<file path="src/rtl/pgic_pkg.sv">
package pgic_pkg;
  localparam int unsigned SRC_N = 32;
  localparam int unsigned GRP_N = 3;
  localparam logic [SRC_N-1:0] EDGE_POS = 32'h1041_0000;  // positions 28, 22, 16
  typedef enum logic [1:0] {GRP_AUDIO = 2'd0, GRP_MISC = 2'd1, GRP_PIO = 2'd2} grp_e;
  typedef enum logic {SEL_STATUS = 1'b0, SEL_MASK = 1'b1} reg_sel_e;
endpackage

</file>
<file path="src/rtl/pgic_status.sv">
module pgic_status #(
  parameter int unsigned SRC_N = 32,
  parameter logic [SRC_N-1:0] EDGE_POS = '0
) (
  input  logic             clk_i,
  input  logic             rst_ni,
  input  logic [SRC_N-1:0] src_i,
  input  logic             wr_i,
  input  logic [SRC_N-1:0] wdata_i,
  output logic [SRC_N-1:0] st_d_o,
  output logic [SRC_N-1:0] st_q_o
);
  logic [SRC_N-1:0] prev_q, st_q, rise, base;
  logic             ok_q;

  assign rise = src_i & ~prev_q & EDGE_POS;

  always_comb begin
    base   = wr_i ? wdata_i : st_q;
    // edge positions: held or written, a new edge always wins
    st_d_o = (EDGE_POS & (base | rise)) | (~EDGE_POS & src_i);
  end

  always_ff @(posedge clk_i or negedge rst_ni) begin
    if (!rst_ni) begin
      prev_q <= '0;
      st_q   <= '0;
      ok_q   <= 1'b0;
    end else begin
      prev_q <= src_i;
      st_q   <= st_d_o;
      ok_q   <= 1'b1;
    end
  end

  assign st_q_o = st_q;

  AST_LEVEL_FOLLOWS: assert property (@(posedge clk_i) disable iff (!rst_ni)
    ok_q |-> ((st_q & ~EDGE_POS) == ($past(src_i) & ~EDGE_POS)));

  for (genvar b = 0; b < SRC_N; b++) begin : g_edge_chk
    if (EDGE_POS[b]) begin : g_on
      AST_EDGE_HOLD: assert property (@(posedge clk_i) disable iff (!rst_ni)
        (ok_q && $past(st_q[b]) && !$past(wr_i)) |-> st_q[b]);
      AST_EDGE_RISE_WINS: assert property (@(posedge clk_i) disable iff (!rst_ni)
        (ok_q && $past(src_i[b] && !prev_q[b])) |-> st_q[b]);
      AST_EDGE_CLEAR: assert property (@(posedge clk_i) disable iff (!rst_ni)
        (ok_q && $past(wr_i && !wdata_i[b] && !(src_i[b] && !prev_q[b]))) |-> !st_q[b]);
    end
  end
endmodule

</file>
<file path="src/rtl/pgic_fold.sv">
module pgic_fold #(
  parameter int unsigned SRC_N   = 32,
  parameter int unsigned GRP_N   = 3,
  parameter int unsigned MISC_LO = 8,
  parameter int unsigned PIO_LO  = 16
) (
  input  logic             clk_i,
  input  logic             rst_ni,
  input  logic [SRC_N-1:0] live_d_i,
  output logic [GRP_N-1:0] grp_o
);
  logic [GRP_N-1:0] grp_d, grp_q;

  for (genvar g = 0; g < GRP_N; g++) begin : g_grp
    localparam int unsigned LO = (g == 0) ? 0 : (g == 1) ? MISC_LO : PIO_LO;
    localparam int unsigned HI = (g == 0) ? MISC_LO - 1 : (g == 1) ? PIO_LO - 1 : SRC_N - 1;
    assign grp_d[g] = |live_d_i[HI:LO];
  end

  always_ff @(posedge clk_i or negedge rst_ni) begin
    if (!rst_ni) grp_q <= '0;
    else         grp_q <= grp_d;
  end

  assign grp_o = grp_q;
endmodule

</file>
<file path="src/rtl/pgic_pick.sv">
module pgic_pick #(
  parameter int unsigned SRC_N = 32,
  parameter int unsigned IDX_W = $clog2(SRC_N)
) (
  input  logic             clk_i,
  input  logic             rst_ni,
  input  logic [SRC_N-1:0] req_d_i,
  output logic             valid_o,
  output logic [IDX_W-1:0] idx_o
);
  logic             valid_d, valid_q;
  logic [IDX_W-1:0] idx_d, idx_q;

  always_comb begin
    valid_d = |req_d_i;
    idx_d   = '0;
    // walk downward so the lowest set bit is written last
    for (int i = SRC_N - 1; i >= 0; i--) begin
      if (req_d_i[i]) idx_d = IDX_W'(i);
    end
  end

  always_ff @(posedge clk_i or negedge rst_ni) begin
    if (!rst_ni) begin
      valid_q <= 1'b0;
      idx_q   <= '0;
    end else begin
      valid_q <= valid_d;
      idx_q   <= idx_d;
    end
  end

  assign valid_o = valid_q;
  assign idx_o   = idx_q;
endmodule

</file>
<file path="src/rtl/grouped_irq_ctrl.sv">
module grouped_irq_ctrl
  import pgic_pkg::*;
#(
  parameter int unsigned SRC_N   = pgic_pkg::SRC_N,
  parameter int unsigned MISC_LO = 8,
  parameter int unsigned PIO_LO  = 16,
  parameter logic [SRC_N-1:0] EDGE_POS = pgic_pkg::EDGE_POS,
  localparam int unsigned IDX_W  = $clog2(SRC_N),
  localparam int unsigned GRP_N  = pgic_pkg::GRP_N
) (
  input  logic             clk_i,
  input  logic             rst_ni,
  input  logic [31:0]      src_i,
  input  logic             reg_we_i,
  input  logic             reg_sel_i,
  input  logic [31:0]      reg_wdata_i,
  output logic [31:0]      reg_rdata_o,
  output logic [2:0]       grp_irq_o,
  output logic             pend_valid_o,
  output logic [4:0]       pend_idx_o
);
  logic [SRC_N-1:0] st_d, st_q, mask_d, mask_q, live_d, live_q;
  logic             st_wr, mask_wr;

  assign st_wr   = reg_we_i && (reg_sel_e'(reg_sel_i) == SEL_STATUS);
  assign mask_wr = reg_we_i && (reg_sel_e'(reg_sel_i) == SEL_MASK);

  pgic_status #(.SRC_N(SRC_N), .EDGE_POS(EDGE_POS)) u_status (
    .clk_i   (clk_i),
    .rst_ni  (rst_ni),
    .src_i   (src_i),
    .wr_i    (st_wr),
    .wdata_i (reg_wdata_i),
    .st_d_o  (st_d),
    .st_q_o  (st_q)
  );

  assign mask_d = mask_wr ? reg_wdata_i : mask_q;

  always_ff @(posedge clk_i or negedge rst_ni) begin
    if (!rst_ni) mask_q <= '0;
    else         mask_q <= mask_d;
  end

  // outputs are built from next-state values so they track the registers
  assign live_d = st_d & mask_d;
  assign live_q = st_q & mask_q;

  pgic_fold #(.SRC_N(SRC_N), .GRP_N(GRP_N), .MISC_LO(MISC_LO), .PIO_LO(PIO_LO)) u_fold (
    .clk_i    (clk_i),
    .rst_ni   (rst_ni),
    .live_d_i (live_d),
    .grp_o    (grp_irq_o)
  );

  pgic_pick #(.SRC_N(SRC_N), .IDX_W(IDX_W)) u_pick (
    .clk_i   (clk_i),
    .rst_ni  (rst_ni),
    .req_d_i (live_d),
    .valid_o (pend_valid_o),
    .idx_o   (pend_idx_o)
  );

  assign reg_rdata_o = (reg_sel_e'(reg_sel_i) == SEL_MASK) ? mask_q : st_q;

  always @(posedge clk_i) begin
    if (!rst_ni) AST_RESET_QUIET: assert (grp_irq_o == '0 && !pend_valid_o && st_q == '0 && mask_q == '0);
  end

  AST_MASK_STORE: assert property (@(posedge clk_i) disable iff (!rst_ni)
    $past(mask_wr) |-> (mask_q == $past(reg_wdata_i)));
  AST_GRP_AUDIO: assert property (@(posedge clk_i) disable iff (!rst_ni)
    grp_irq_o[GRP_AUDIO] == (|live_q[MISC_LO-1:0]));
  AST_GRP_MISC: assert property (@(posedge clk_i) disable iff (!rst_ni)
    grp_irq_o[GRP_MISC] == (|live_q[PIO_LO-1:MISC_LO]));
  AST_GRP_PIO: assert property (@(posedge clk_i) disable iff (!rst_ni)
    grp_irq_o[GRP_PIO] == (|live_q[SRC_N-1:PIO_LO]));
  AST_PICK_HIT: assert property (@(posedge clk_i) disable iff (!rst_ni)
    pend_valid_o |-> live_q[pend_idx_o]);
  AST_PICK_LOWEST: assert property (@(posedge clk_i) disable iff (!rst_ni)
    pend_valid_o |-> ((live_q & ((SRC_N'(1) << pend_idx_o) - SRC_N'(1))) == '0));
  AST_PICK_NONE: assert property (@(posedge clk_i) disable iff (!rst_ni)
    !pend_valid_o |-> (live_q == '0 && pend_idx_o == '0));
endmodule

</file>
<file path="config.mk">
export PLATFORM = sky130hd
export DESIGN_NAME = grouped_irq_ctrl
export DESIGN_NICKNAME = d
export VERILOG_FILES = /design/src/rtl/pgic_pkg.sv /design/src/rtl/pgic_status.sv /design/src/rtl/pgic_fold.sv /design/src/rtl/pgic_pick.sv /design/src/rtl/grouped_irq_ctrl.sv
export SDC_FILE = /design/constraint.sdc
export NUM_CORES = 1
export LEC_CHECK = 0
export ABC_CLOCK_PERIOD_IN_PS = 1870
export BUFFER_PORTS_ARGS = -buffer_cell sky130_fd_sc_hd__buf_2
export CORE_ASPECT_RATIO = 2
export CORE_MARGIN = 5
export CORE_UTILIZATION = 38
export CTS_CLUSTER_SIZE = 10
export DETAILED_ROUTE_END_ITERATION = 7
export PLACE_DENSITY = 0.76
export REMOVE_ABC_BUFFERS = 1
export SLEW_MARGIN = 30
export SYNTH_ARGS = -nofsm -noshare
export SYNTH_HDL_FRONTEND = slang
export SYNTH_SLANG_ARGS = --single-unit
export TNS_END_PERCENT = 30
</file>
<file path="constraint.sdc">
create_clock -name clk_i -period 1.87 [get_ports clk_i]
set_clock_uncertainty 0.1 [all_clocks]
set_input_delay 0.2805 -clock clk_i [delete_from_list [all_inputs] [get_ports clk_i]]
set_output_delay 0.2805 -clock clk_i [all_outputs]
set_load 0.02 [all_outputs]
</file>
# Yosys cells after proc, flatten, opt, wreduce, memory -nomap -nowiden
# Cells that the tools add are included.
# classes
muxes	35
n_bitwise	6
n_reduce_logical	6
# op_table
operator	count
2-to-1 mux 5 bit	32
2-to-1 mux 32 bit	2
AND 32 bit	1
OR 29 x 32 -> 32 bit	1
OR reduction 32 bit	1
AND 29 bit	1
2-to-1 mux 29 bit	1
inverter 29 bit	1
OR 29 bit	1
OR reduction 16 bit	1
OR reduction 8 bit	2
logical AND 1 bit	2
inverter 1 bit	1
# word_totals
ff_bits	102
in_bits	68
output_inout_bits	41
elab_cells	53

# Depth between registers and ports, before layout
# logic_depth
depth_word	38
ltp_mapped	8
ltp_nobuf	6

# Hierarchy
# A second synthesis with hierarchy kept.
# unflattened
hier_cells	397
hier_area_um2	4388.0
# modules_own_cells
module	instances	cells_per_inst	area_each_um2	seq_area_each_um2
grouped_irq_ctrl	1	213	2368.5	800.8
pgic_status	1	99	1345.0	875.8
pgic_pick	1	71	535.5	150.1
pgic_fold	1	14	138.9	75.1

# Worst setup path after synthesis
# Ideal clock, no wire load.
# synth_timing
kind	input to register
startpoint	in reg_we_i
endpoint	reg u_pick.valid_q (netlist: u_pick.valid_o)
setup_ps	139
arrival_time_ps	1863
required_ps	1631
setup_slack_ps	-232
path_stages	8
path_buffers	2
path_cell_list	buf_6 > and2_4 > buf_6 > mux2_4 > nand2_4 > nand3_2 > or2_4 > or4_4
# synth_between
elab_cells_between_ends	8
cone_classes	2 x mux; 3 x bitwise; 3 x reduce/logical
# synth_lines
element	line_no	source
start: declaration	grouped_irq_ctrl.sv:14	input logic reg_we_i,
logical AND 1 bit	grouped_irq_ctrl.sv:26	assign mask_wr = reg_we_i && (reg_sel_e'(reg_sel_i) == SEL_MASK);
2-to-1 mux 32 bit	grouped_irq_ctrl.sv:38	assign mask_d = mask_wr ? reg_wdata_i : mask_q;
net mask_d[0]	grouped_irq_ctrl.sv:22	logic [SRC_N-1:0] st_d, st_q, mask_d, mask_q, live_d, live_q;
AND 32 bit	grouped_irq_ctrl.sv:46	assign live_d = st_d & mask_d;
OR reduction 32 bit	pgic_pick.sv:15	valid_d = |req_d_i;
net u_pick.valid_d	pgic_pick.sv:11	logic valid_d, valid_q;
end signal: assignment	pgic_pick.sv:28	valid_q <= valid_d;
end: declaration	pgic_pick.sv:11	
# The timed path passes the listed nets, and every way through them passes these cells.

# Worst setup path in the final report
# layout_timing
startpoint	in reg_sel_i
endpoint	reg u_pick.valid_q (netlist: u_pick.valid_o)
# layout_between
elab_chain_cells	7
elab_cells_between_ends	9
cone_classes	2 x mux; 4 x bitwise; 3 x reduce/logical
# layout_lines
element	line_no	source
start: declaration	grouped_irq_ctrl.sv:15	input logic reg_sel_i,
inverter 1 bit	grouped_irq_ctrl.sv:25	assign st_wr = reg_we_i && (reg_sel_e'(reg_sel_i) == SEL_STATUS);
logical AND 1 bit	grouped_irq_ctrl.sv:25	
2-to-1 mux 29 bit	pgic_status.sv:19	base = wr_i ? wdata_i : st_q;
OR 29 bit	pgic_status.sv:21	st_d_o = (EDGE_POS & (base | rise)) | (~EDGE_POS & src_i);
OR 29 x 32 -> 32 bit	pgic_status.sv:21	
AND 32 bit *	grouped_irq_ctrl.sv:46	
OR reduction 32 bit *	pgic_pick.sv:15	
net u_pick.valid_d	pgic_pick.sv:11	
# Mark *: on every way through the listed nets, which the timed path passes. The rest lies on a longest branch.

==> flow_metrics.py <==
metrics = {
    "synth": {
        "synthArstFlopShare_pct": 100,
        "synth_xor_area_share_pct": 0,
        "synthMuxAreaShare_pct": 14.4,
        "yosysSeqAreaShare_pct": 52.1,
        "ys.flop_type": "dfrtp_1",
        "syn_avg_cell_area_sq_um": 11.7,
        "synth_compound_area_share_pct": 14.3,
        "syn_area_sq_um": 3650,
        "ys_ff_latch": 76,
        "synth_adder_area_share_pct": 0,
        "yosys_warnings": 0,
        "yosys.area_share.simple_pct": 15.3,
        "ys_types": 51,
        "netlist_instances": 313,
        "synth_enable_flop_cells": 0,
        "synth_top_family_by_area": "simple AND/OR/NAND/NOR gates",
    },
    "drt": {
        "final_antenna_net_count": 0,
        "drtIter0Drc": 166,
        "drt_pass1_iterations": 4,
        "totalWireLength_um": 11500,
        "vias": 3407,
        "vias_per_cell": 5.34,
        "wire_per_inst_um": 18.0,
        "drc_errors": 0,
    },
    "floorplanning": {
        "initial_core_util_pct": 38.9,
        "die_h_um": 149,
        "ioPinCount": 109,
        "die_width_um": 79.3,
        "coreArea_sq_um": 9380,
        "rows": 50,
        "dieArea_sq_um": 11800,
    },
    "run_status": {
        "violations": "negative setup slack",
        "status": "complete, but fails checks",
    },
    "global_route": {
        "antenna_found_initial": 0,
        "grt_overflow": 0,
        "grt_max_degree": 39,
        "grt_pass1_vias": 3847,
        "grt_pass1_wl_um": 18100,
        "grt_usage_pct": 20.2,
    },
    "sta": {
        "fmax_mhz": 505,
        "fin_tns_setup_ns": -0.158,
        "period_minus_slack_ns": 1.98,
        "hold_viol_final": 0,
        "hold_slack_ns": 0.00716,
        "rsz0062_at_grt": "yes",
        "timing.final.ws_setup_ns": -0.112,
        "setup_viol": 2,
        "report.final.slew_viol_count": 0,
        "relSlewSlack_pct": 65.0,
        "fin_crit_sh_pct": 106,
        "tightest_slew_ns": 0.525,
    },
    "final_layout": {
        "final_area_sq_um": 5650,
        "fin_util_pct": 60.3,
        "syn2layout_area_growth_pct": 54.8,
        "drive_gt1_share_pct": 55.1,
        "antennaDiodeCount": 0,
        "final_cell_mix": "buf_2, buf_4, dfrtp_1",
        "fill_cells": 746,
        "mostFrequentLayoutCell": "buf_2",
        "finalNetCount": 599,
    },
    "clocking": {
        "tritoncts": "yes",
        "cts_max_level": 3,
        "cts_buffer_depth": 2,
        "clock_latency_ns": 0.34,
        "clock-sinks": 76,
        "cts_buffers": 9,
        "root_buffer": "clkbuf_16",
        "path_clk_slew_ns": 0.05,
    },
    "power": {
        "p_per_area_nw_per_um2": 889,
        "p_total_mw": 5.03,
        "ir_drop_v": 0.000505,
        "p_leak_nw": 2.83,
    },
    "critical_path": {
        "end_kind": "flop",
        "critPathArrivalTime_ns": 2.09,
        "path_class": "primary input to flop",
        "startpoint_type": "primary input",
        "cp_data_required_time_ns": 1.97,
        "worstPathMaxFanout": 6,
    },
    "placed_design": {
        "gp_congestion": 0.901,
        "hpwl_um": 8480,
        "port_buffers": 108,
        "placed_area_sq_um": 4770,
    },
    "min_path": {
        "hold_path_class": "primary input to flop",
    },
    "run": {
        "cap_violations": 0,
    },
}
sequential cells by signal, summed over array words and instances, names as in the netlist:
signal	flops
mask_q	32
u_fold.grp_o	3
u_pick.idx_o	5
u_pick.valid_o	1
u_status.prev_q	3
u_status.st_q_o	32
synthesized netlist by cell type, types with 5 or more instances:
| cell | count | area share [%] |
|---|---|---|
| or2_2 | 13 | 2.2 |
| nand2_1 | 31 | 3.2 |
| a21boi_0 | 9 | 1.8 |
| a21boi_1 | 7 | 1.4 |
| and4_1 | 6 | 1.4 |
| o21ai_1 | 6 | 0.82 |
| o21ai_0 | 10 | 1.4 |
| mux2_4 | 6 | 2.5 |
| a31oi_1 | 7 | 1.2 |
| a21oi_1 | 9 | 1.2 |
| dfrtp_1 | 76 | 52 |
| mux2_2 | 37 | 11 |
| and3_1 | 13 | 2.2 |
| buf_6 | 5 | 1.5 |
| inv_1 | 11 | 1.1 |
routing by layer:
| layer | global-route usage, % | part of all wire (%) | up-vias |
|---|---|---|---|
| met5 | 0 | 0 | - |
| met3 | 5.45 | 5.1 | 45 |
| met1 | 18.8 | 34 | 1667 |
| li1 | - | - | 1573 |
| met4 | 13.0 | 5.0 | 0 |
| met2 | 37.5 | 56 | 122 |
power by group:
| group | internal [mW] | switching, mW |
|---|---|---|
| Sequential | 1.81 | 0.0785 |
| Combinational | 0.716 | 0.714 |
| Clock | 1.09 | 0.621 |
| Total | 3.61 | 1.41 |
final cells by class:
class	instances	area (sq um)	share of cell area, %
flip-flops and latches	76	1900	33.6
clock buffers	12	256	4.54
repair buffers	221	1560	27.5
inverters	11	41.3	0.730
well taps	104	130	2.30
clock inverters	2	35.0	0.620
multi-input cells	212	1730	30.7
worst paths after layout:
check	startpoint	endpoint	slack, ns	cells after the start
min in group asynchronous	rst_ni	u_status.st_q_o[31]	0.37	2
hold / removal	src_i[0]	u_status.st_q_o[0]	0.007	1
setup / recovery	reg_sel_i	u_pick.valid_o	-0.11	8
max in group asynchronous	rst_ni	mask_q[5]	0.75	3
setup reg to reg	mask_q[4]	u_pick.valid_o	-0.11	6
hold reg to reg	mask_q[24]	mask_q[24]	0.42	2
cells by family (layout without fill, tap and decap cells):
| group | count (synthesis) | in the layout |
|---|---|---|
| buffers and inverters | 25 | 246 |
| multiplexers | 45 | 45 |
| AND/OR/NAND/NOR | 95 | 95 |
| flip-flops | 76 | 76 |
| AO/OA/AOI/OAI | 72 | 72 |
stage by stage:
step	setup WS, ns	std cells
5_1_grt	-0.164	638
6_report	-0.112	638
4_1_cts	-0.116	637
3_3_place_gp	-0.497	579
3_5_place_dp	-0.551	579
2_1_floorplan	-0.332	299
critical path, cell delays in order:
cell and delay (ns):
buf_6 0.12, bufbuf_16 0.27, and3_1 0.18, o21ai_2 0.16, a21boi_4 0.24, nand3_2 0.09, or2_4 0.24, or4_4 0.50
repair_timing:
action	4_1_cts	5_1_grt
pin swaps	9	7
endpoints found under the setup margin	7	6
gates cloned	1	0
hold buffers	28	0
buffers inserted	15	1
endpoints found under the hold margin	63	0
resized for setup	25	19
No activity file was read; power rests on OpenSTA's default activity.
